==> config.mk <==
export PLATFORM = sky130hd
export DESIGN_NAME = prio_irq_ctrl
export DESIGN_NICKNAME = d
export VERILOG_FILES = /design/src/rtl/irq_pkg.sv /design/src/rtl/irq_datapath.sv /design/src/rtl/irq_control.sv /design/src/rtl/prio_irq_ctrl.sv
export SDC_FILE = /design/constraint.sdc
export NUM_CORES = 1
export LEC_CHECK = 0
export ABC_CLOCK_PERIOD_IN_PS = 3700
export BUFFER_PORTS_ARGS = -buffer_cell sky130_fd_sc_hd__buf_2
export CORE_ASPECT_RATIO = 1.5
export CORE_MARGIN = 3
export CORE_UTILIZATION = 34
export CTS_CLUSTER_SIZE = 12
export DETAILED_ROUTE_END_ITERATION = 8
export HOLD_SLACK_MARGIN = 0.06
export PLACE_DENSITY_LB_ADDON = 0.12
export RECOVER_POWER = 100
export SLEW_MARGIN = 5
export SYNTH_ARGS = -nofsm -noshare
export SYNTH_HDL_FRONTEND = slang
export SYNTH_SLANG_ARGS = --single-unit
==> constraint.sdc <==
create_clock -name clk -period 3.7 [get_ports clk]
set_input_delay 0.37 -clock clk [delete_from_list [all_inputs] [get_ports clk]]
set_output_delay 0.37 -clock clk [all_outputs]
set_load 0.005 [all_outputs]
==> src/rtl/irq_pkg.sv <==
package irq_pkg;
  localparam int NUM_SRC = 8;
  localparam int NUM_EXT = 4;
  localparam int NUM_LVL = 4;
  localparam int SRC_W   = $clog2(NUM_SRC);
  localparam int LVL_W   = $clog2(NUM_LVL);
  localparam int VEC_W   = 8;
  localparam int CFG_W   = 8;

  // strobes from control to datapath
  typedef struct packed {
    logic [NUM_SRC-1:0] ackClr;  // one-hot source being vectored to
  } ctrlStrobe_t;

  // source index served by each external pin
  function automatic int extSrcIdx(input int e);
    case (e)
      0:       return 0;
      1:       return 2;
      2:       return 6;
      default: return 7;
    endcase
  endfunction
endpackage

==> src/rtl/irq_datapath.sv <==
module irq_datapath
  import irq_pkg::*;
#(
  parameter int SYNC_STAGES = 2
) (
  input  logic                clk,
  input  logic                rstN,
  input  logic                cfgWrEn,
  input  logic [1:0]          cfgSel,
  input  logic [CFG_W-1:0]    cfgData,
  input  logic [NUM_EXT-1:0]  extPinN,
  input  logic [1:0]          tmrOvfPulse,
  input  logic                serRx,
  input  logic                serTx,
  input  logic                tmr2Ovf,
  input  logic                tmr2Ext,
  input  ctrlStrobe_t         strobe,
  output logic [NUM_SRC-1:0]  pendFlags,
  output logic [NUM_SRC-1:0]  enMask,
  output logic [NUM_SRC-1:0]  prioLo,
  output logic [NUM_SRC-1:0]  prioHi,
  output logic                globalEn
);
  logic [NUM_EXT-1:0] extEdge;
  logic [NUM_EXT-1:0] syncStage [SYNC_STAGES];
  logic [NUM_EXT-1:0] pinNow, pinPrev, pinFall;
  logic [NUM_EXT-1:0] edgeFlag, extReq;
  logic [1:0]         tmrFlag;

  // configuration registers
  always_ff @(posedge clk) begin
    if (!rstN) begin
      enMask   <= '0;
      prioLo   <= '0;
      prioHi   <= '0;
      extEdge  <= '0;
      globalEn <= 1'b0;
    end else if (cfgWrEn) begin
      case (cfgSel)
        2'd0: enMask <= cfgData[NUM_SRC-1:0];
        2'd1: prioLo <= cfgData[NUM_SRC-1:0];
        2'd2: prioHi <= cfgData[NUM_SRC-1:0];
        default: begin
          extEdge  <= cfgData[NUM_EXT-1:0];
          globalEn <= cfgData[CFG_W-1];
        end
      endcase
    end
  end

  // pin synchronizer, idle level is high
  always_ff @(posedge clk) begin
    if (!rstN) begin
      for (int k = 0; k < SYNC_STAGES; k++) syncStage[k] <= '1;
      pinPrev <= '1;
    end else begin
      syncStage[0] <= extPinN;
      for (int k = 1; k < SYNC_STAGES; k++) syncStage[k] <= syncStage[k-1];
      pinPrev <= pinNow;
    end
  end

  assign pinNow  = syncStage[SYNC_STAGES-1];
  assign pinFall = pinPrev & ~pinNow;

  generate
    for (genvar e = 0; e < NUM_EXT; e++) begin : g_ext
      always_ff @(posedge clk) begin
        if (!rstN || !extEdge[e])      edgeFlag[e] <= 1'b0;
        else if (pinFall[e])           edgeFlag[e] <= 1'b1;
        else if (strobe.ackClr[extSrcIdx(e)]) edgeFlag[e] <= 1'b0;
      end
      assign extReq[e] = extEdge[e] ? edgeFlag[e] : ~pinNow[e];
    end
  endgenerate

  // timer A/B flags: set by overflow, cleared when vectored to
  always_ff @(posedge clk) begin
    if (!rstN) tmrFlag <= '0;
    else begin
      if (tmrOvfPulse[0])        tmrFlag[0] <= 1'b1;
      else if (strobe.ackClr[1]) tmrFlag[0] <= 1'b0;
      if (tmrOvfPulse[1])        tmrFlag[1] <= 1'b1;
      else if (strobe.ackClr[3]) tmrFlag[1] <= 1'b0;
    end
  end

  always_comb begin
    pendFlags    = '0;
    pendFlags[0] = extReq[0];
    pendFlags[1] = tmrFlag[0];
    pendFlags[2] = extReq[1];
    pendFlags[3] = tmrFlag[1];
    pendFlags[4] = serRx | serTx;
    pendFlags[5] = tmr2Ovf | tmr2Ext;
    pendFlags[6] = extReq[2];
    pendFlags[7] = extReq[3];
  end
endmodule

==> src/rtl/irq_control.sv <==
module irq_control
  import irq_pkg::*;
(
  input  logic               clk,
  input  logic               rstN,
  input  logic [NUM_SRC-1:0] pendFlags,
  input  logic [NUM_SRC-1:0] enMask,
  input  logic [NUM_SRC-1:0] prioLo,
  input  logic [NUM_SRC-1:0] prioHi,
  input  logic               globalEn,
  input  logic               ack,
  input  logic               reti,
  output logic               irqReq,
  output logic [VEC_W-1:0]   irqVector,
  output logic [NUM_LVL-1:0] inService,
  output ctrlStrobe_t        strobe
);
  logic [NUM_SRC-1:0] eligible;
  logic [LVL_W-1:0]   srcLvl [NUM_SRC];
  logic [NUM_LVL-1:0] lvlHit;
  logic [LVL_W-1:0]   winLvl, topLvl;
  logic [SRC_W-1:0]   winIdx;
  logic               found, anyInSvc, reqNow, ackOk;
  logic [NUM_LVL-1:0] retiMask;
  logic               reqQ;
  logic [SRC_W-1:0]   vecIdxQ;
  logic [LVL_W-1:0]   lvlQ;
  logic [NUM_LVL-1:0] inSvcQ;

  assign eligible = pendFlags & enMask & {NUM_SRC{globalEn}};

  generate
    for (genvar s = 0; s < NUM_SRC; s++) begin : g_lvl
      assign srcLvl[s] = {prioHi[s], prioLo[s]};
    end
  endgenerate

  // winner: highest level, then lowest index
  always_comb begin
    lvlHit = '0;
    winLvl = '0;
    winIdx = '0;
    found  = 1'b0;
    for (int s = 0; s < NUM_SRC; s++)
      if (eligible[s]) lvlHit[srcLvl[s]] = 1'b1;
    for (int l = 0; l < NUM_LVL; l++)
      if (lvlHit[l]) begin
        winLvl = LVL_W'(l);
        found  = 1'b1;
      end
    for (int s = NUM_SRC - 1; s >= 0; s--)
      if (eligible[s] && srcLvl[s] == winLvl) winIdx = SRC_W'(s);
  end

  // highest level in service
  always_comb begin
    topLvl   = '0;
    anyInSvc = 1'b0;
    for (int l = 0; l < NUM_LVL; l++)
      if (inSvcQ[l]) begin
        topLvl   = LVL_W'(l);
        anyInSvc = 1'b1;
      end
    retiMask = (reti && anyInSvc) ? (NUM_LVL'(1) << topLvl) : '0;
  end

  assign reqNow = found && (!anyInSvc || winLvl > topLvl);
  assign ackOk  = ack && reqQ;

  always_ff @(posedge clk) begin
    if (!rstN) begin
      reqQ    <= 1'b0;
      vecIdxQ <= '0;
      lvlQ    <= '0;
      inSvcQ  <= '0;
    end else begin
      reqQ <= reqNow && !ackOk;
      if ((!reqQ || ackOk) && reqNow) begin
        vecIdxQ <= winIdx;
        lvlQ    <= winLvl;
      end
      inSvcQ <= (inSvcQ & ~retiMask) | (ackOk ? (NUM_LVL'(1) << lvlQ) : '0);
    end
  end

  always_comb begin
    strobe.ackClr = '0;
    if (ackOk) strobe.ackClr[vecIdxQ] = 1'b1;
  end

  assign irqReq    = reqQ;
  assign irqVector = {{(VEC_W-SRC_W-3){1'b0}}, vecIdxQ, 3'b011};
  assign inService = inSvcQ;
endmodule

==> src/rtl/prio_irq_ctrl.sv <==
module prio_irq_ctrl
  import irq_pkg::*;
#(
  parameter int SYNC_STAGES = 2
) (
  input  logic               clk,
  input  logic               rstN,
  input  logic               cfgWrEn,
  input  logic [1:0]         cfgSel,
  input  logic [CFG_W-1:0]   cfgData,
  input  logic [NUM_EXT-1:0] extPinN,
  input  logic [1:0]         tmrOvfPulse,
  input  logic               serRx,
  input  logic               serTx,
  input  logic               tmr2Ovf,
  input  logic               tmr2Ext,
  input  logic               ack,
  input  logic               reti,
  output logic               irqReq,
  output logic [VEC_W-1:0]   irqVector,
  output logic [NUM_LVL-1:0] inService
);
  ctrlStrobe_t        strobe;
  logic [NUM_SRC-1:0] pendFlags, enMask, prioLo, prioHi;
  logic               globalEn;

  irq_datapath #(.SYNC_STAGES(SYNC_STAGES)) u_dp (
    .clk(clk), .rstN(rstN), .cfgWrEn(cfgWrEn), .cfgSel(cfgSel), .cfgData(cfgData),
    .extPinN(extPinN), .tmrOvfPulse(tmrOvfPulse), .serRx(serRx), .serTx(serTx),
    .tmr2Ovf(tmr2Ovf), .tmr2Ext(tmr2Ext), .strobe(strobe), .pendFlags(pendFlags),
    .enMask(enMask), .prioLo(prioLo), .prioHi(prioHi), .globalEn(globalEn)
  );

  irq_control u_ctl (
    .clk(clk), .rstN(rstN), .pendFlags(pendFlags), .enMask(enMask), .prioLo(prioLo),
    .prioHi(prioHi), .globalEn(globalEn), .ack(ack), .reti(reti), .irqReq(irqReq),
    .irqVector(irqVector), .inService(inService), .strobe(strobe)
  );
endmodule

After elaboration in Yosys (flattened, before gate mapping)
Memory sizes are Yosys's and may differ from the RTL's.
Cells that the tools add are included.
{ "op_classes": {"shift": 2, "n_reduce_logical": 48, "n_eq_ne": 10, "order_cmp": 19, "bitwise": 23, "mux": 71} }
{ "ops": {"columns": ["cell", "count"], "rows": [
  ["$mux 4", 12],
  ["$mux 1", 37],
  ["$or 4x4->4", 8],
  ["$lt 2x3->1 const B", 8],
  ["$mux 3", 8],
  ["$logic_and 1x1->1", 22],
  ["$and 8x8->8", 2],
  ["$demux 1 s2", 8],
  ["$eq 2x2->1", 8],
  ["$ge 2x1->1 const B", 8],
  ["$reduce_bool 2->1", 6],
  ["$and 4x4->4", 2],
  ["$logic_not 1->1", 8],
  ["$mux 2", 4],
  ["$mux 8", 1],
  ["$not 4->4", 2],
  ["$reduce_and 2->1", 4],
  ["$shl 1x2->4 const A", 2],
  ["$logic_or 1x1->1", 6],
  ["$not 1->1", 5],
  ["$lt 3x4->1 const B", 1],
  ["$or 1x1->1", 4],
  ["$demux 1 s3", 1],
  ["$ge 3x1->1 const B", 1],
  ["5 further kinds", 5]
]} }
{ "totals": {"reg_bits": 49, "ram_bits": 8, "word_cells": 190, "n_memories": 1} }
{ "memory_table": {"columns": ["memory", "words", "word_bits", "read_ports", "rd_clocked_by_memory_dff", "write_ports", "line", "source"], "rows": [
  ["u_dp.syncStage", 2, 4, 2, 0, 2, "irq_datapath.sv:25", "logic [NUM_EXT-1:0] syncStage [SYNC_STAGES];"]
]} }

Depth between registers and ports, before layout
Gate-level depths: netlist of the first run.
An unclocked memory read counts as a cell.
{ "depth": {"word_depth": 33, "depth_mapped": 16} }

Modules after synthesis
Synthesis of the first run repeated with hierarchy kept, for this count alone.
{ "hier_totals": {"hier_cells": 345, "area_unflattened_um2": 3020.4} }
{ "modules_own_cells": {"columns": ["mod", "cells_each", "seq_area_each_um2", "area_each_um2", "n_inst"], "rows": [
  ["irq_datapath", 164, 940.9, 1714.1, 1],
  ["irq_control", 181, 200.2, 1306.3, 1]
]} }

Worst setup path before layout of the first run
OpenSTA, ideal clock, no wires.
{ "synth_timing": {"kind": "register -> register", "from": "reg u_dp.extEdge[0]", "to": "reg u_ctl.vecIdxQ[1]", "path_buffers": 0, "arrival_time_ns": 2.736, "stages_incl_launch_ff": 13, "path_slack_ns": 0.876, "path_cell_list": "dfxtp_1 > nor2b_4 > or3_4 > or3b_4 > and4_4 > o21ai_2 > inv_1 > ha_1 > a21oi_1 > o32a_1 > a21boi_4 > nand3_1 > o32ai_2"} }
{ "synth_between": {"elab_chain_cells": 31, "elab_cells_between_ends": 53} }
{ "synth_lines": {"columns": ["item", "line", "source"], "rows": [
  ["start, declared", "irq_datapath.sv:24", "logic [NUM_EXT-1:0] extEdge;"],
  ["start signal, assigned", "irq_datapath.sv:44", "extEdge <= cfgData[NUM_EXT-1:0];"],
  ["$mux 1 (*)", "irq_datapath.sv:73", "assign extReq[e] = extEdge[e] ? edgeFlag[e] : ~pinNow[e];"],
  ["$and 8x8->8 (*) (2 in series)", "irq_control.sv:30", "assign eligible = pendFlags & enMask & {NUM_SRC{globalEn}};"],
  ["$mux 4", "irq_control.sv:45", "if (eligible[s]) lvlHit[srcLvl[s]] = 1'b1;"],
  ["$or 4x4->4 (no line)", null, null],
  ["$mux 4", "irq_control.sv:45", null],
  ["$or 4x4->4 (no line)", null, null],
  ["$mux 4", "irq_control.sv:45", null],
  ["$or 4x4->4 (no line)", null, null],
  ["(+6 left out)", null, null],
  ["$mux 4", "irq_control.sv:45", null],
  ["$or 4x4->4 (no line)", null, null],
  ["$mux 4", "irq_control.sv:45", null],
  ["$mux 1", "irq_control.sv:47", "if (lvlHit[l]) begin"],
  ["$mux 2 (2 in series)", "irq_control.sv:47", null],
  ["$eq 2x2->1", "irq_control.sv:52", "if (eligible[s] && srcLvl[s] == winLvl) winIdx = SRC_W'(s);"],
  ["$logic_and 1x1->1", "irq_control.sv:52", null],
  ["$mux 3 (8 in series)", "irq_control.sv:52", null],
  ["end signal, assigned", "irq_control.sv:79", "vecIdxQ <= winIdx;"],
  ["end, declared", "irq_control.sv:26", "logic [SRC_W-1:0] vecIdxQ;"]
]} }
Every way passes the cells marked *; elsewhere a longest branch is shown, timed or not.
A chain may end at the register's enable or synchronous reset.

Worst setup path in the final report of the first run
{ "layout_timing": {"from": "reg u_dp.globalEn", "to": "reg u_ctl.vecIdxQ[1]"} }
{ "layout_between": {"elab_chain_cells": 29, "elab_cells_between_ends": 51} }
{ "layout_lines": {"columns": ["item", "line", "source"], "rows": [
  ["start, declared", "irq_datapath.sv:22", "output logic globalEn"],
  ["start signal, assigned", "irq_datapath.sv:45", "globalEn <= cfgData[CFG_W-1];"],
  ["$and 8x8->8 (*)", "irq_control.sv:30", null],
  ["$mux 4", "irq_control.sv:45", null],
  ["$or 4x4->4 (no line)", null, null],
  ["$mux 4", "irq_control.sv:45", null],
  ["$or 4x4->4 (no line)", null, null],
  ["$mux 4", "irq_control.sv:45", null],
  ["$or 4x4->4 (no line)", null, null],
  ["$mux 4", "irq_control.sv:45", null],
  ["(+5 left out)", null, null],
  ["$mux 4", "irq_control.sv:45", null],
  ["$or 4x4->4 (no line)", null, null],
  ["$mux 4", "irq_control.sv:45", null],
  ["$mux 1", "irq_control.sv:47", null],
  ["$mux 2 (2 in series)", "irq_control.sv:47", null],
  ["$eq 2x2->1", "irq_control.sv:52", null],
  ["$logic_and 1x1->1", "irq_control.sv:52", null],
  ["$mux 3 (8 in series)", "irq_control.sv:52", null]
]} }
Marks and branches as above.

==> metrics.cfg, run 1 <==
[status]
violations=max-capacitance violations, max-slew violations
outcome=complete, but fails checks

[sta]
finalSetupTns_ps=0
fmax_mhz=291
skew_ps=6.90
worst_slew_margin_rel=-0.181
period_share=0.930
rsz0062_at_grt=false
drv_slew=39
hold_violations=0
tightest_slew_ps=1770
hold_ws_ps=216
min_period_ps=3440
setup_viol=0

[yosys]
yosys_warnings=0
synthFlopType=dfxtp_1
syn_avg_cell_area_sq_um=8.95
yosysSeqAreaShare=0.378
synth-seq-cells=57
synth_cell_types=71
netlist_area_sq_mm=0.00302
synth_edf_count=0
netlist_instances=337
async_reset_ff_frac=0

[detailed_routing]
drt-initial-drc-count=150
routedWlPerCell_microns=16.2
via_per_inst=5.25
ant_nets=0
routed_wirelength_microns=7770
vias=2527
dr.pass1.iters=4
drc_errors=0

[global_routing]
grt_usage=0.160
overflow=0
grt_max_degree=39
grt_antenna_before_repair=0
grt_pass1_wl_microns=12400
grt_pass1_vias=2413

[floorplanning]
start_util=0.354
die_w_microns=82.9
num_rows=41
die_height_microns=121
core_sq_mm=0.00852
die_area_sq_mm=0.0101
pin_count=38

[setup_path]
rrSetupSlack_ps=260
rr_endpoint=u_ctl.vecIdxQ[1]
endpoint_kind=flop
setup.worst_path.class=reg -> reg
rr_startpoint=u_dp.globalEn
startpoint=u_dp.globalEn
critPathLaunchType=flop
reg2regPathDepth=14
crit_required_ps=3950
crit_path_end=u_ctl.vecIdxQ[1]
arrival_ps=3690
crit_fanout=16

[clocking]
h-tree-depth=3
cts_sinks=57
cts_buffers=9
hold_buffers=0
cts_root_buffer=clkbuf_16
post_cts_resized=0
cts_tree=yes
cts_buffer_depth=2
worstSkewPairLatency_ps=330
cts_setup_buffers=0
clk_pin_slew_worst_paths_ps=60

[final_layout]
multi_input_area_sq_mm=0.00172
fill_cells=932
seq_area_sq_mm=0.00114
diodes=0
drive_gt1_frac=0.187
nets=396
syn_to_final_growth_pct=18.0

[pwr]
peakVddDrop_uv=257
powerDensity_mw_per_mm2=462
leakage_nw=1.43

[min_path]
min_path_cells=2
hp-class=in -> reg

[placed_design]
gp_congestion=0.864
post-dp-hpwl_microns=5800
io_buffers=32

[run]
maxCapViolations=1

## worst min path at each step
stage,start,slack (ps),to
final,extPinN[0],220,u_dp.syncStage[0][0]
after CTS,extPinN[0],210,u_dp.syncStage[0][0]
after floorplan,u_dp.syncStage[0][0],390,u_dp.syncStage[0][4]
after global placement,u_dp.syncStage[0][1],390,u_dp.syncStage[0][5]
after detailed placement,u_dp.syncStage[0][0],390,u_dp.syncStage[0][4]
after global routing,extPinN[1],210,u_dp.syncStage[0][1]
## power breakdown
part / switching [mW] / internal, mW
Clock: 0.309 / 0.594
Sequential: 0.0216 / 0.633
Combinational: 0.0488 / 0.0374
Total: 0.379 / 1.26
## layer usage
metal,part of all wire,wire length (microns),GRT usage,vias to the layer above
met3,0.030,230,0.0387,6
met2,0.55,4300,0.293,47
li1,-,-,-,1276
met4,0.013,101,0.0706,0
met5,0,0,0,-
met1,0.40,3140,0.173,1198
## registers in the layout (all words and copies together), names as in the netlist
register / count
u_ctl.lvlQ: 2
u_dp.pinPrev: 4
u_ctl.vecIdxQ: 3
u_dp.globalEn: 1
u_dp.tmrFlag: 2
u_dp.prioHi: 8
u_dp.edgeFlag: 4
u_dp.enMask: 8
u_dp.prioLo: 8
u_ctl.inService: 4
u_ctl.irqReq: 1
u_dp.extEdge: 4
u_dp.syncStage: 8
## synthesized netlist by cell type (all sizes together) (4+ instances only)
library cell,number,share of area
dfxtp,57,0.38
nor2,39,0.049
mux2i,29,0.096
nand2,22,0.028
nand2b,21,0.044
a21oi,14,0.023
inv,13,0.017
buf,10,0.027
nor3,9,0.015
clkbuf,8,0.010
nand4,8,0.022
nor4,8,0.017
o21ai,8,0.015
nand3,7,0.017
nor2b,6,0.015
nor3b,5,0.014
or3,5,0.012
a31oi,4,0.0083
and3,4,0.0083
nand4b,4,0.012
o32ai,4,0.014
## metrics by stage
| step | util | power (mW) | std cells | setup WS [ps] | cell area, sq um |
|---|---|---|---|---|---|
| floorplan | - | 0.722 | 340 | 876 | 3030 |
| global placement | 0.380 | 0.754 | 465 | 394 | 3240 |
| detailed placement | 0.380 | 0.755 | 465 | 301 | 3240 |
| CTS | 0.419 | 1.66 | 481 | 286 | 3570 |
| global route | 0.418 | 1.71 | 481 | 63.4 | 3560 |
| finish | 0.418 | 1.64 | 481 | 260 | 3560 |
## logic make-up (layout without fill, tap and decap cells)
group / count (synthesis) / count (layout) / synth area share
other: 2 / 5 / 0.00249
xor gates and xnor gates: 4 / 4 / 0.0116
adders and majority gates: 2 / 2 / 0.00830
DFF: 57 / 57 / 0.378
AOI/OAI and AO/OA: 63 / 63 / 0.168
buffers and inverters: 31 / 65 / 0.0544
and+or+nand+nor: 149 / 149 / 0.280
muxes: 29 / 29 / 0.0963
## layout make-up
cell class,count,share of cell area
Tap cell,107,0.0376
Timing Repair Buffer,36,0.0510
Sequential cell,57,0.321
Clock inverter,7,0.0288
Multi-Input combinational cell,252,0.484
Clock buffer,9,0.0633
Inverter,13,0.0144
## cells in the final DEF, fill, tap and decap left out, drive strengths merged, types with 4 or more instances in the layout
| cell | n |
|---|---|
| nor4 | 8 |
| buf | 31 |
| and3 | 4 |
| dfxtp | 57 |
| clkbuf | 14 |
| nand3 | 7 |
| nand2 | 22 |
| nor2b | 6 |
| nor2 | 39 |
| a21oi | 14 |
| mux2i | 29 |
| nand4 | 8 |
| nor3 | 9 |
| nor3b | 5 |
| inv | 14 |
| nand4b | 4 |
| nand2b | 21 |
| conb | 5 |
| or3 | 5 |
| a31oi | 4 |
| o21ai | 8 |
| o32ai | 4 |
## critical path: stages, from the launching register on
cell and delay [ps]:
dfxtp_1 740, nand2_2 120, or3_4 360, or3b_4 400, and4_4 210, o21ai_2 140
inv_1 80, ha_1 190, inv_1 50, a21oi_1 60, a21oi_1 110, o32a_1 170
a21boi_4 300, nand3_1 160, o32ai_2 260
(Power assumes the default switching activity.)
==> run 2, diff against run 1 <==
--- a/config.mk
+++ b/config.mk
@@ -5,7 +5,7 @@
 export SDC_FILE = /design/constraint.sdc
 export NUM_CORES = 1
 export LEC_CHECK = 0
-export ABC_CLOCK_PERIOD_IN_PS = 3700
+export ABC_CLOCK_PERIOD_IN_PS = 3300
 export BUFFER_PORTS_ARGS = -buffer_cell sky130_fd_sc_hd__buf_2
 export CORE_ASPECT_RATIO = 1.5
 export CORE_MARGIN = 3
==> constraint.sdc (replaced) <==
create_clock -name clk -period 3.3 [get_ports clk]
set_input_delay 0.33 -clock clk [delete_from_list [all_inputs] [get_ports clk]]
set_output_delay 0.33 -clock clk [all_outputs]
set_load 0.005 [all_outputs]
==> metrics.cfg, run 2 (synthesized netlist as in run 1, its figures left out) <==
[clocking]
cts_buffer_depth=2
worstSkewPairLatency_ps=330
clk_pin_slew_worst_paths_ps=50
cts_root_buffer=clkbuf_16
cts_buffers=9
cts_tree=yes
h-tree-depth=3
cts_sinks=57

[final_layout]
syn_to_final_growth_pct=18.5
diodes=0
layout_commonest_cell=dfxtp_1
fin_area_sq_mm=0.00357
nets=401
drive_gt1_frac=0.198
final_cell_mix=dfxtp_1 (57), nor2_1 (39), mux2i_1 (29)

[detailed_routing]
drc_errors=0
via_per_inst=5.25
routed_wirelength_microns=7850
routedWlPerCell_microns=16.1
ant_nets=0
vias=2552
dr.pass1.iters=4
drt-initial-drc-count=133

[status]
outcome=complete, no violations

[global_routing]
grt_pass1_wl_microns=12800
overflow=0
grt_antenna_before_repair=0
grt_usage=0.165
grt_max_degree=28
grt_pass1_vias=2504

[setup_path]
crit_fanout=4
setup.worst_path.class=reg -> reg
critPathBufInv=3
crit_required_ps=3550
cp_slowest_cell=or3b_4
path_delay_family=simple AND/OR/NAND/NOR gates
endpoint_kind=flop
slowest_delay_ps=400
crit_path_cell_trace=nor2b_4 > or3_4 > or3b_4 > and4_4 > o21ai_2 > inv_1 > ha_1 > inv_1 > a21oi_1 > a21oi_1 > o32a_1 > a21boi_4 > clkbuf_1 > nor2_1 > a211oi_1
arrival_ps=3280
critPathLaunchType=flop

[floorplanning]
num_rows=41
pin_count=38
start_util=0.354
core_sq_mm=0.00852
die_height_microns=121
die_w_microns=82.9
die_area_sq_mm=0.0101

[sta]
skew_ps=5.81
drv_slew=0
setup_viol=0
tightest_slew_ps=1230
rsz0062_at_grt=false
finalSetupTns_ps=0
fmax_mhz=330
hold_violations=0
min_period_ps=3030
period_share=0.919
worst_slew_margin_rel=0.183

[placed_design]
post-dp-hpwl_microns=5950
place_area_sq_mm=0.00326
gp_congestion=0.886
io_buffers=32

[pwr]
powerDensity_mw_per_mm2=497
p_total_mw=1.78
peakVddDrop_uv=310
leakage_nw=1.44

[min_path]
hp-class=in -> reg

[run]
maxCapViolations=0

## run 2: where the power goes
group          switching (mW)  total [mW]  internal, mW
logic                  0.0573       0.101        0.0433
registers              0.0226       0.732         0.710
clock network           0.338       0.943         0.605
total                   0.418        1.78          1.36
## run 2: area by class of cell
class | instances | area [sq um]
repair buffers | 41 | 215
well taps | 107 | 134
inverters | 13 | 51.3
clock inverters | 6 | 67.6
flip-flops and latches | 57 | 1140
multi-input cells | 252 | 1720
fillers | 901 | 4940
clock buffers | 10 | 239
## run 2: worst reg2reg max path, delay by kind of cell, from the launching register on
family | cells | cell delay, ps
AOI/OAI and AO/OA | 6 | 920
adders and majority gates | 1 | 200
buffers and inverters | 3 | 310
DFF | 1 | 330
and+or+nand+nor | 5 | 1200
## run 2: through the flow
| step | hold WS [ps] | cells | util | setup slack, ps |
|---|---|---|---|---|
| 6_report | 175 | 486 | 0.419 | 267 |
| 5_1_grt | 177 | 486 | 0.419 | 46.6 |
| 4_1_cts | 163 | 484 | 0.419 | 222 |
| 3_5_place_dp | 396 | 468 | 0.383 | 227 |
| 3_3_place_gp | 389 | 468 | 0.383 | 315 |
| 2_1_floorplan | 386 | 340 | - | 476 |
## run 2: final timing paths
kind,from,to,slack [ps],cells past startpoint
hold reg to reg,u_dp.syncStage[0][2],u_dp.syncStage[0][6],410,1
setup reg to reg,u_dp.extEdge[0],u_ctl.lvlQ[1],270,15
hold / removal,extPinN[2],u_dp.syncStage[0][2],180,2
setup / recovery,u_dp.extEdge[0],u_ctl.lvlQ[1],270,15
## run 2: layer usage
metal	up-vias	routed length, microns	GRT usage
li1	1291	-	-
met2	45	3990	0.285
met5	-	0	0
met4	0	359	0.0971
met1	1195	3230	0.181
met3	21	261	0.0448
## run 2: timing repair
item                       CTS  global route
hold buffers                 0             0
setup buffers                0             2
resized for setup            0             1
setup endpoints to repair    0             1
hold endpoints to repair     0             0
